**src/rtl/pdma_pkg.sv**
```systemverilog
// Shared types for the pseudo-DMA engine.
// Assumes: nothing beyond the IEEE 1800-2017 language.
package pdma_pkg;

    // Sequencer states of the transfer engine
    typedef enum logic [2:0] {
        S_IDLE,
        S_MRD,
        S_PORT,
        S_MWR,
        S_SETTLE,
        S_END,
        S_RESID,
        S_FIN
    } pdma_state_t;

endpackage

```
**src/rtl/pdma_retry.sv**
```systemverilog
// Per-byte attempt limiter. Counts refused port attempts and flags the
// attempt that uses up the limit.
// Assumes: LIMIT >= 1; reload has priority over fail.
module pdma_retry #(
    parameter int LIMIT = 100
) (
    input  logic clk,
    input  logic rst_n,
    input  logic reload,
    input  logic fail,
    output logic expired
);
    localparam int W = $clog2(LIMIT + 1);

    logic [W-1:0] left_q;

    // Attempts remaining for the current byte
    always_ff @(posedge clk) begin
        if (!rst_n) begin
            left_q <= W'(LIMIT);
        end else if (reload) begin
            left_q <= W'(LIMIT);
        end else if (fail && left_q != '0) begin
            left_q <= left_q - 1'b1;
        end
    end

    assign expired = fail && (left_q == W'(1));
endmodule

```
**src/rtl/pdma_settle.sv**
```systemverilog
// One-shot settling timer. A start pulse arms it, and done is high in the
// CYCLES-th cycle after the start edge.
// Assumes: CYCLES >= 1; a start while running restarts the count.
module pdma_settle #(
    parameter int CYCLES = 500
) (
    input  logic clk,
    input  logic rst_n,
    input  logic start,
    output logic done
);
    localparam int W = $clog2(CYCLES + 1);

    logic [W-1:0] cnt_q;
    logic         run_q;

    // Down-count from the load value while armed
    always_ff @(posedge clk) begin
        if (!rst_n) begin
            run_q <= 1'b0;
            cnt_q <= '0;
        end else if (start) begin
            run_q <= 1'b1;
            cnt_q <= W'(CYCLES - 1);
        end else if (run_q) begin
            if (cnt_q == '0) run_q <= 1'b0;
            else             cnt_q <= cnt_q - 1'b1;
        end
    end

    assign done = run_q && (cnt_q == '0);
endmodule

```
**src/rtl/pdma_engine.sv**
```systemverilog
// Byte-port pseudo-DMA engine. Moves cur_cnt bytes between memory and a
// byte-wide peripheral port. Raises eop and waits SETTLE_CYC cycles before
// the final byte, retries refused port attempts up to RETRY_LIMIT per byte,
// and stops on a memory error. On port-to-memory runs it fetches the aligned
// residual word at the end.
// Assumes: memory holds mem_ack/mem_err low until it answers a held
// mem_req; the port answers a prt_try in the same cycle via prt_rdy;
// AW >= 3.
module pdma_engine
    import pdma_pkg::*;
#(
    parameter int AW          = 16,
    parameter int CW          = 16,
    parameter int RETRY_LIMIT = 100,
    parameter int SETTLE_CYC  = 500
) (
    input  logic          clk,
    input  logic          rst_n,
    input  logic          ctl_wr,
    input  logic          ctl_dir_in,
    input  logic          ctl_busy_in,
    input  logic [AW-1:0] addr_in,
    input  logic [CW-1:0] cnt_in,
    input  logic          start,
    output logic          ctl_dir,
    output logic          ctl_busy,
    output logic [AW-1:0] cur_addr,
    output logic [CW-1:0] cur_cnt,
    output logic          eop,
    output logic          bus_err,
    output logic [31:0]   resid,
    output logic          done,
    output logic          active,
    output logic          mem_req,
    output logic          mem_we,
    output logic          mem_word,
    output logic [AW-1:0] mem_addr,
    output logic [7:0]    mem_wdata,
    input  logic [31:0]   mem_rdata,
    input  logic          mem_ack,
    input  logic          mem_err,
    output logic          prt_try,
    output logic          prt_we,
    output logic [7:0]    prt_wdata,
    input  logic [7:0]    prt_rdata,
    input  logic          prt_rdy
);
    pdma_state_t   state_q;
    pdma_state_t   first_st;
    logic          dir_q, busy_q, eop_q, berr_q, done_q, last_q, abort_q;
    logic [AW-1:0] addr_q;
    logic [CW-1:0] cnt_q;
    logic [31:0]   resid_q;
    logic [7:0]    buf_q;
    logic          launch, port_ok, port_fail, mem_ok, byte_done;
    logic          settle_go, settle_done, retry_reload, retry_exp;

    // Handshake decode for the current state
    always_comb begin
        first_st  = dir_q ? S_MRD : S_PORT;
        launch    = (state_q == S_IDLE) && !ctl_wr && start && busy_q && (cnt_q != '0);
        port_ok   = (state_q == S_PORT) && prt_rdy;
        port_fail = (state_q == S_PORT) && !prt_rdy;
        mem_ok    = mem_ack && !mem_err;
        byte_done = (port_ok && dir_q) || ((state_q == S_MWR) && mem_ok);
        settle_go = (launch && cnt_q == CW'(1))
                 || (byte_done && !last_q && cnt_q == CW'(2));
        retry_reload = (state_q == S_IDLE) || port_ok;
    end

    pdma_retry #(.LIMIT(RETRY_LIMIT)) i_retry (
        .clk     (clk),
        .rst_n   (rst_n),
        .reload  (retry_reload),
        .fail    (port_fail),
        .expired (retry_exp)
    );

    pdma_settle #(.CYCLES(SETTLE_CYC)) i_settle (
        .clk   (clk),
        .rst_n (rst_n),
        .start (settle_go),
        .done  (settle_done)
    );

    // Transfer sequencer and register file
    always_ff @(posedge clk) begin
        if (!rst_n) begin
            state_q <= S_IDLE;
            dir_q   <= 1'b0;
            busy_q  <= 1'b0;
            addr_q  <= '0;
            cnt_q   <= '0;
            eop_q   <= 1'b0;
            berr_q  <= 1'b0;
            resid_q <= '0;
            done_q  <= 1'b0;
            buf_q   <= '0;
            last_q  <= 1'b0;
            abort_q <= 1'b0;
        end else begin
            done_q <= 1'b0;
            case (state_q)
                S_IDLE: begin
                    if (ctl_wr) begin
                        dir_q  <= ctl_dir_in;
                        busy_q <= ctl_busy_in;
                        addr_q <= addr_in;
                        cnt_q  <= cnt_in;
                    end else if (start && busy_q) begin
                        if (cnt_q == '0) begin
                            busy_q <= 1'b0;
                            done_q <= 1'b1;
                        end else begin
                            eop_q   <= (cnt_q == CW'(1));
                            berr_q  <= 1'b0;
                            abort_q <= 1'b0;
                            last_q  <= (cnt_q == CW'(1));
                            state_q <= (cnt_q == CW'(1)) ? S_SETTLE : first_st;
                        end
                    end
                end
                S_MRD: begin
                    if (mem_err) begin
                        eop_q   <= 1'b1;
                        berr_q  <= 1'b1;
                        abort_q <= 1'b1;
                        state_q <= S_END;
                    end else if (mem_ack) begin
                        buf_q   <= mem_rdata[7:0];
                        state_q <= S_PORT;
                    end
                end
                S_PORT: begin
                    if (prt_rdy) begin
                        if (!dir_q) begin
                            buf_q   <= prt_rdata;
                            state_q <= S_MWR;
                        end
                    end else if (retry_exp) begin
                        abort_q <= 1'b1;
                        state_q <= S_END;
                    end
                end
                S_MWR: begin
                    if (mem_err) begin
                        eop_q   <= 1'b1;
                        berr_q  <= 1'b1;
                        abort_q <= 1'b1;
                        state_q <= S_END;
                    end
                end
                S_SETTLE: begin
                    if (settle_done) begin
                        last_q  <= 1'b1;
                        state_q <= first_st;
                    end
                end
                S_END: begin
                    state_q <= (!dir_q && addr_q[AW-1:2] != '0) ? S_RESID : S_FIN;
                end
                S_RESID: begin
                    if (mem_err) begin
                        state_q <= S_FIN;
                    end else if (mem_ack) begin
                        resid_q <= mem_rdata;
                        state_q <= S_FIN;
                    end
                end
                S_FIN: begin
                    if (!abort_q) begin
                        busy_q <= 1'b0;
                        done_q <= 1'b1;
                    end
                    state_q <= S_IDLE;
                end
                default: state_q <= S_IDLE;
            endcase

            if (byte_done) begin
                addr_q <= addr_q + 1'b1;
                cnt_q  <= cnt_q - 1'b1;
                if (last_q) begin
                    state_q <= S_END;
                end else if (cnt_q == CW'(2)) begin
                    eop_q   <= 1'b1;
                    state_q <= S_SETTLE;
                end else begin
                    state_q <= first_st;
                end
            end
        end
    end

    // Output mapping
    always_comb begin
        ctl_dir   = dir_q;
        ctl_busy  = busy_q;
        cur_addr  = addr_q;
        cur_cnt   = cnt_q;
        eop       = eop_q;
        bus_err   = berr_q;
        resid     = resid_q;
        done      = done_q;
        active    = (state_q != S_IDLE);
        mem_req   = (state_q == S_MRD) || (state_q == S_MWR) || (state_q == S_RESID);
        mem_we    = (state_q == S_MWR);
        mem_word  = (state_q == S_RESID);
        mem_addr  = (state_q == S_RESID) ? {addr_q[AW-1:2], 2'b00} : addr_q;
        mem_wdata = buf_q;
        prt_try   = (state_q == S_PORT);
        prt_we    = dir_q;
        prt_wdata = buf_q;
    end
endmodule

```
**config.mk**
```make
export PLATFORM = sky130hd
export DESIGN_NAME = pdma_engine
export DESIGN_NICKNAME = d
export VERILOG_FILES = /design/src/rtl/pdma_pkg.sv /design/src/rtl/pdma_retry.sv /design/src/rtl/pdma_settle.sv /design/src/rtl/pdma_engine.sv
export SDC_FILE = /design/constraint.sdc
export NUM_CORES = 1
export LEC_CHECK = 0
export ABC_CLOCK_PERIOD_IN_PS = 8300
export BUFFER_PORTS_ARGS = -buffer_cell sky130_fd_sc_hd__buf_2
export CORE_MARGIN = 2
export CORE_UTILIZATION = 55
export CTS_BUF_LIST = sky130_fd_sc_hd__clkbuf_4 sky130_fd_sc_hd__clkbuf_8
export DETAILED_ROUTE_END_ITERATION = 8
export MAX_ROUTING_LAYER = met4
export PLACE_DENSITY = 0.95
export SLEW_MARGIN = 25
export SYNTH_ARGS = -nofsm -noshare
export SYNTH_HDL_FRONTEND = slang
export SYNTH_HIERARCHICAL = 1
export SYNTH_SLANG_ARGS = --single-unit
```
**constraint.sdc**
```tcl
create_clock -name clk -period 8.3 [get_ports clk]
set_input_delay 0.83 -clock clk [delete_from_list [all_inputs] [get_ports clk]]
set_output_delay 0.83 -clock clk [all_outputs]
set_load 0.01 [all_outputs]
```
# Word level (Yosys, flattened, before mapping)
# Index checks and enable logic that the tools add are counted.
[totals] regBits=99 input_bits=81 out_inout_bits=107 wordCells=181
[op_classes] n_addsub=4 eq_ne=34 muxes=68 bitwise=3 n_reduce_logical=56
[op_table] operator="16-bit two-way mux" n=6
[op_table] operator="3-bit two-way mux" n=16
[op_table] operator="8-bit two-way mux" n=4
[op_table] operator="1-bit two-way mux" n=29
[op_table] operator="9-bit two-way mux" n=3
[op_table] operator="3-bit one-hot mux with 8 select lines" n=1
[op_table] operator="1-bit logical AND" n=17
[op_table] operator="16-bit by 1-bit adder with 16-bit output, second input constant" n=1
[op_table] operator="16-bit by 1-bit == test with 1-bit output, second input constant" n=1
[op_table] operator="16-bit by 2-bit == test with 1-bit output, second input constant" n=1
[op_table] operator="16-bit zero test" n=1
[op_table] operator="8-bit one-hot mux with 2 select lines" n=1
[op_table] operator="16-bit nonzero test" n=1
[op_table] operator="16-bit by 1-bit subtractor with 16-bit output, second input constant" n=1
[op_table] operator="5-bit AND reduction" n=3
[op_table] operator="2-bit != test, second input constant" n=7
[op_table] operator="14-bit nonzero test" n=1
[op_table] operator="2-bit nonzero test" n=7
[op_table] operator="3-bit == test, second input constant" n=4
[op_table] operator="2-bit by 1-bit != test with 1-bit output, second input constant" n=6
[op_table] operator="3-bit by 2-bit != test with 1-bit output, second input constant" n=4
[op_table] operator="1-bit one-hot mux with 2 select lines" n=5
[op_table] operator="9-bit zero test" n=1
[op_table] operator="9-bit AND reduction" n=1
[op_table] operator="other kinds (23)" n=43

# Logic depth before layout (Yosys ltp)
[depth] depth_word=9 mapped_depth=11 depth_no_buf=10

# Cells and area by module
# The synthesis kept the hierarchy.
[modules_own_cells] mod="pdma_engine" instances=1 cells_each=549 area_each_um2=4185.3 seq_area_each_um2=1641.6
[modules_own_cells] mod="pdma_settle" instances=1 cells_each=58 area_each_um2=536.8 seq_area_each_um2=200.2
[modules_own_cells] mod="pdma_retry" instances=1 cells_each=48 area_each_um2=406.6 seq_area_each_um2=140.1

# Worst setup path before layout
# OpenSTA, ideal clock, no wires.
[synth_path] path_type="register to register" from="register state_q[1]" to="register state_q[1]" setup_time_ns=0.116 arrival_time_ns=2.739 required_ns=8.184 path_slack_ns=5.445 path_stages_with_launch=12 n_path_buf=2 period_less_slack_ns=2.855 path_cell_list="dfxtp_1 > clkbuf_1 > buf_2 > inv_1 > nor4_1 > nand2_1 > nor4_1 > o32a_1 > a21oi_1 > or3_2 > mux2i_1 > a41o_1"
[synth_via] word_cells_on_any_way=26 cone_classes="eq/ne (16); mux (2); reduce/logical (8)"
[synth_lines] item="from (decl)" line_no="pdma_engine.sv:48" text="pdma_state_t state_q;"
[synth_lines] item="from (signal assigned)" line_no="pdma_engine.sv:119" text="state_q <= (cnt_q == CW'(1)) ? S_SETTLE : first_st;"
[synth_lines] item="from (signal assigned)" line_no="pdma_engine.sv:156" text="state_q <= first_st;"
[synth_lines] item="from (signal assigned)" line_no="pdma_engine.sv:160" text="state_q <= (!dir_q && addr_q[AW-1:2] != '0) ? S_RESID : S_FIN;"
[synth_lines] item="3-bit by 2-bit == test with 1-bit output" line_no="pdma_engine.sv:63" text="port_fail = (state_q == S_PORT) && !prt_rdy;"
[synth_lines] item="1-bit logical AND" line_no="pdma_engine.sv:63"
[synth_lines] item="named net port_fail" line_no="pdma_engine.sv:55" text="logic launch, port_ok, port_fail, mem_ok, byte_done;"
[synth_lines] item="1-bit logical AND" line_no="pdma_retry.sv:28" text="assign expired = fail && (left_q == W'(1));"
[synth_lines] item="named net retry_exp" line_no="pdma_engine.sv:56" text="logic settle_go, settle_done, retry_reload, retry_exp;"
[synth_lines] item="4-bit by 1-bit != test with 1-bit output (no source line)"
[synth_lines] item="9-bit AND reduction (no source line)"
# The timed path passes the listed nets, and every way through them passes these cells.
# A chain may end at the register's enable or synchronous reset.

# Worst setup path after layout
[layout_path] from="register state_q[1]" to="register state_q[0]"
# The elaborated chain is that of the path after synthesis.

==> flow_metrics.tcl <==
set metrics [dict create \
    drtIter0Drc 404 \
    fin_crit_sh_pct 39.72 \
    io_buffer_count 187 \
    hold_path_class "reg2reg" \
    synth_top_flop_cell "dfxtp_1" \
    max-cap-violations 0 \
    finalCriticalPeriod_ps 3297 \
    slew-limit-headroom_pct 37.49 \
    dp.cells 898 \
    clkSinkCount 99 \
    synth_area_leaders "dfxtp_1, a21oi_1, nand2_1" \
    die_w_um 100.6 \
    end_kind "register" \
    worst_ep_required_time_ps 8620 \
    hold_path_depth 2 \
    yosysSeqAreaShare_pct 38.64 \
    io_pins 188 \
    tightest_slew_ps 934.1 \
    synth_common_cells "nand2_1, dfxtp_1, a21oi_1" \
    holdPathEnd "resid[1]" \
    r2r_setup_slack_ps 5000 \
    power_density_nw_per_um2 225.0 \
    netlist_area_um2 5129 \
    hold_viol_final 0 \
    drc 0 \
    grt-ovfl-total 0 \
    p_leak_nw 2.679 \
    clock_skew_ps 12.41 \
    dieHeight_um 100.6 \
    hold_buffers 0 \
    p_total_mw 1.378 \
    num_rows 35 \
    synthArstFlopShare_pct 0 \
    cts_tree "built" \
    cp.arrival_ps 3620 \
    grt_pass1_vias 4718 \
    routedWlPerCell_um 15.47 \
    grt_pass1_wl_mm 22.44 \
    antenna_found_initial 0 \
    syn2layout_area_growth_pct 19.44 \
    ys_types 68 \
    dp_slack_ps 5103 \
    avgViaCountPerCell 5.944 \
    start_util_pct 56.04 \
    rsz0062_at_grt "false" \
    cts_root_buf "clkbuf_8" \
    dp_hpwl_mm 10.02 \
    core_um2 9153 \
    clk_latency_ps 370 \
    fin_ws_ps 5004 \
    wl_mm 14.14 \
    timing.fmax_mhz 303.4 \
    vdd_drop_max_uv 129.1 \
    crit_type "reg2reg" \
    nNetsFinal 887 \
    slew_viol_final 0 \
    synth_top_area_cell "dfxtp_1" \
    r2r_cells 9 \
    place_congestion 0.9837 \
    synth_nets 744 \
    via_count 5433 \
    clk_pin_slew_worst_paths_ps 110 \
    drive_gt1_share_pct 28.14 \
    grt_max_degree 74 \
    cts-buffers-inserted 9 \
    firstDrtPassIters 6 \
    crit_fanout 20 \
    timing.setup.tns_ps 0 \
    yosys_warnings 6 \
    cts.path.max_buffers 2 \
    fin_cells 914 \
    avgSynthCellArea_um2 7.830 \
    r2r-start "state_q[1]" \
    ant_nets 0 \
    synth_enable_flop_cells 0 \
    h-tree-depth 3 \
    dieArea_um2 10110 \
    n_fill_cell 762 \
    finalSetupViolations 0 \
    grtUsageTotal_pct 27.87 \
    cts_setup_buffers 0 \
    synth.most_common_cell "nand2_1" \
    ys_ff_latch 99 \
    setup.worst_path.start_class "register" \
    r2r-end "state_q[0]" \
    antennaDiodeCount 0 \
    synth_cells 655 \
    hold_start "resid[1]" \
    cts_resized 0 \
    status "complete, no violations" \
    synth_top_area_share_pct 38.64 \
]
==> report_power, final <==
group	internal (mW)	leakage (nW)	switching (mW)
logic	0.188	1.78	0.286
clock network	0.117	0.0918	0.191
registers	0.522	0.804	0.0745
==> worst max path at each step <==
| stage | startpoint | cells after the start | end |
|---|---|---|---|
| final | state_q[1] | 9 | state_q[0] |
| after global routing | state_q[1] | 9 | state_q[0] |
| after CTS | state_q[1] | 9 | state_q[0] |
| after detailed placement | state_q[1] | 9 | state_q[1] |
| after global placement | prt_rdy | 9 | state_q[1] |
| after floorplan | state_q[1] | 11 | state_q[1] |
==> metal layers <==
metal | part of all wire, % | wire length, um | vias up | GRT usage [%]
li1 | - | - | 2626 | -
met1 | 41 | 5842 | 2521 | 36.60
met2 | 49 | 6927 | 249 | 43.26
met3 | 6.8 | 956 | 37 | 4.230
met4 | 2.9 | 414 | 0 | 11.17
met5 | 0 | 0 | - | -
==> kinds of logic after synthesis <==
| family | after synthesis | share of synthesized area, % |
|---|---|---|
| DFF | 99 | 38.64 |
| adders and majority gates | 8 | 1.952 |
| AOI/OAI and AO/OA | 189 | 23.25 |
| muxes | 13 | 2.562 |
| buffers and inverters | 81 | 7.685 |
| xor gates and xnor gates | 1 | 0.1708 |
| and+or+nand+nor | 264 | 25.74 |
==> layout by cell type (no fill, tap or decap), types with 6 or more instances in the layout <==
master / n
nand4_1: 6
o211ai_1: 9
nor3_1: 23
ha_1: 8
a31oi_1: 6
and3_1: 8
a21oi_1: 86
a211oi_1: 13
nor4_1: 8
nand2_1: 105
and2_1: 7
nor2_1: 45
mux2i_1: 12
o21ai_0: 23
inv_1: 20
nand3_1: 18
or4_1: 6
dfxtp_1: 99
buf_2: 187
nor2b_1: 6
clkbuf_8: 9
==> layout make-up <==
class | instances | area, um^2 | share of cell area [%]
Clock inverter | 7 | 66.31 | 1.083
Inverter | 21 | 78.83 | 1.287
Multi-Input combinational cell | 475 | 2763 | 45.10
Sequential cell | 99 | 1982 | 32.35
Timing Repair Buffer | 192 | 973.4 | 15.89
Tap cell | 111 | 138.9 | 2.267
Clock buffer | 9 | 123.9 | 2.022
==> worst max-delay path, stage by stage, from the launching register on <==
cell	delay, ps
dfxtp_1	740
inv_1	240
nor4_1	620
nand2_1	110
nor4_1	360
o32a_1	220
a21oi_1	60
or3_2	520
nor3_1	210
o311a_1	170
==> per-stage QoR <==
step | utilization [%] | hold WS [ps] | instance area [um^2]
floorplan | - | 457.7 | 5129
finish | 66.93 | 456.9 | 6126
detailed placement | 64.83 | 443.1 | 5933
global placement | 64.81 | 438.7 | 5932
global route | 66.93 | 482.0 | 6126
CTS | 66.90 | 458.1 | 6123
==> registers in the layout, indices dropped and copies added (netlist names) <==
name,cells
resid,32
cur_addr,16
cur_cnt,16
i_settle/cnt_q,9
mem_wdata,8
i_retry/left_q,7
state_q,3
abort_q,1
bus_err,1
ctl_busy,1
ctl_dir,1
done,1
eop,1
i_settle/run_q,1
last_q,1
Power figures use the tool's default switching activity.
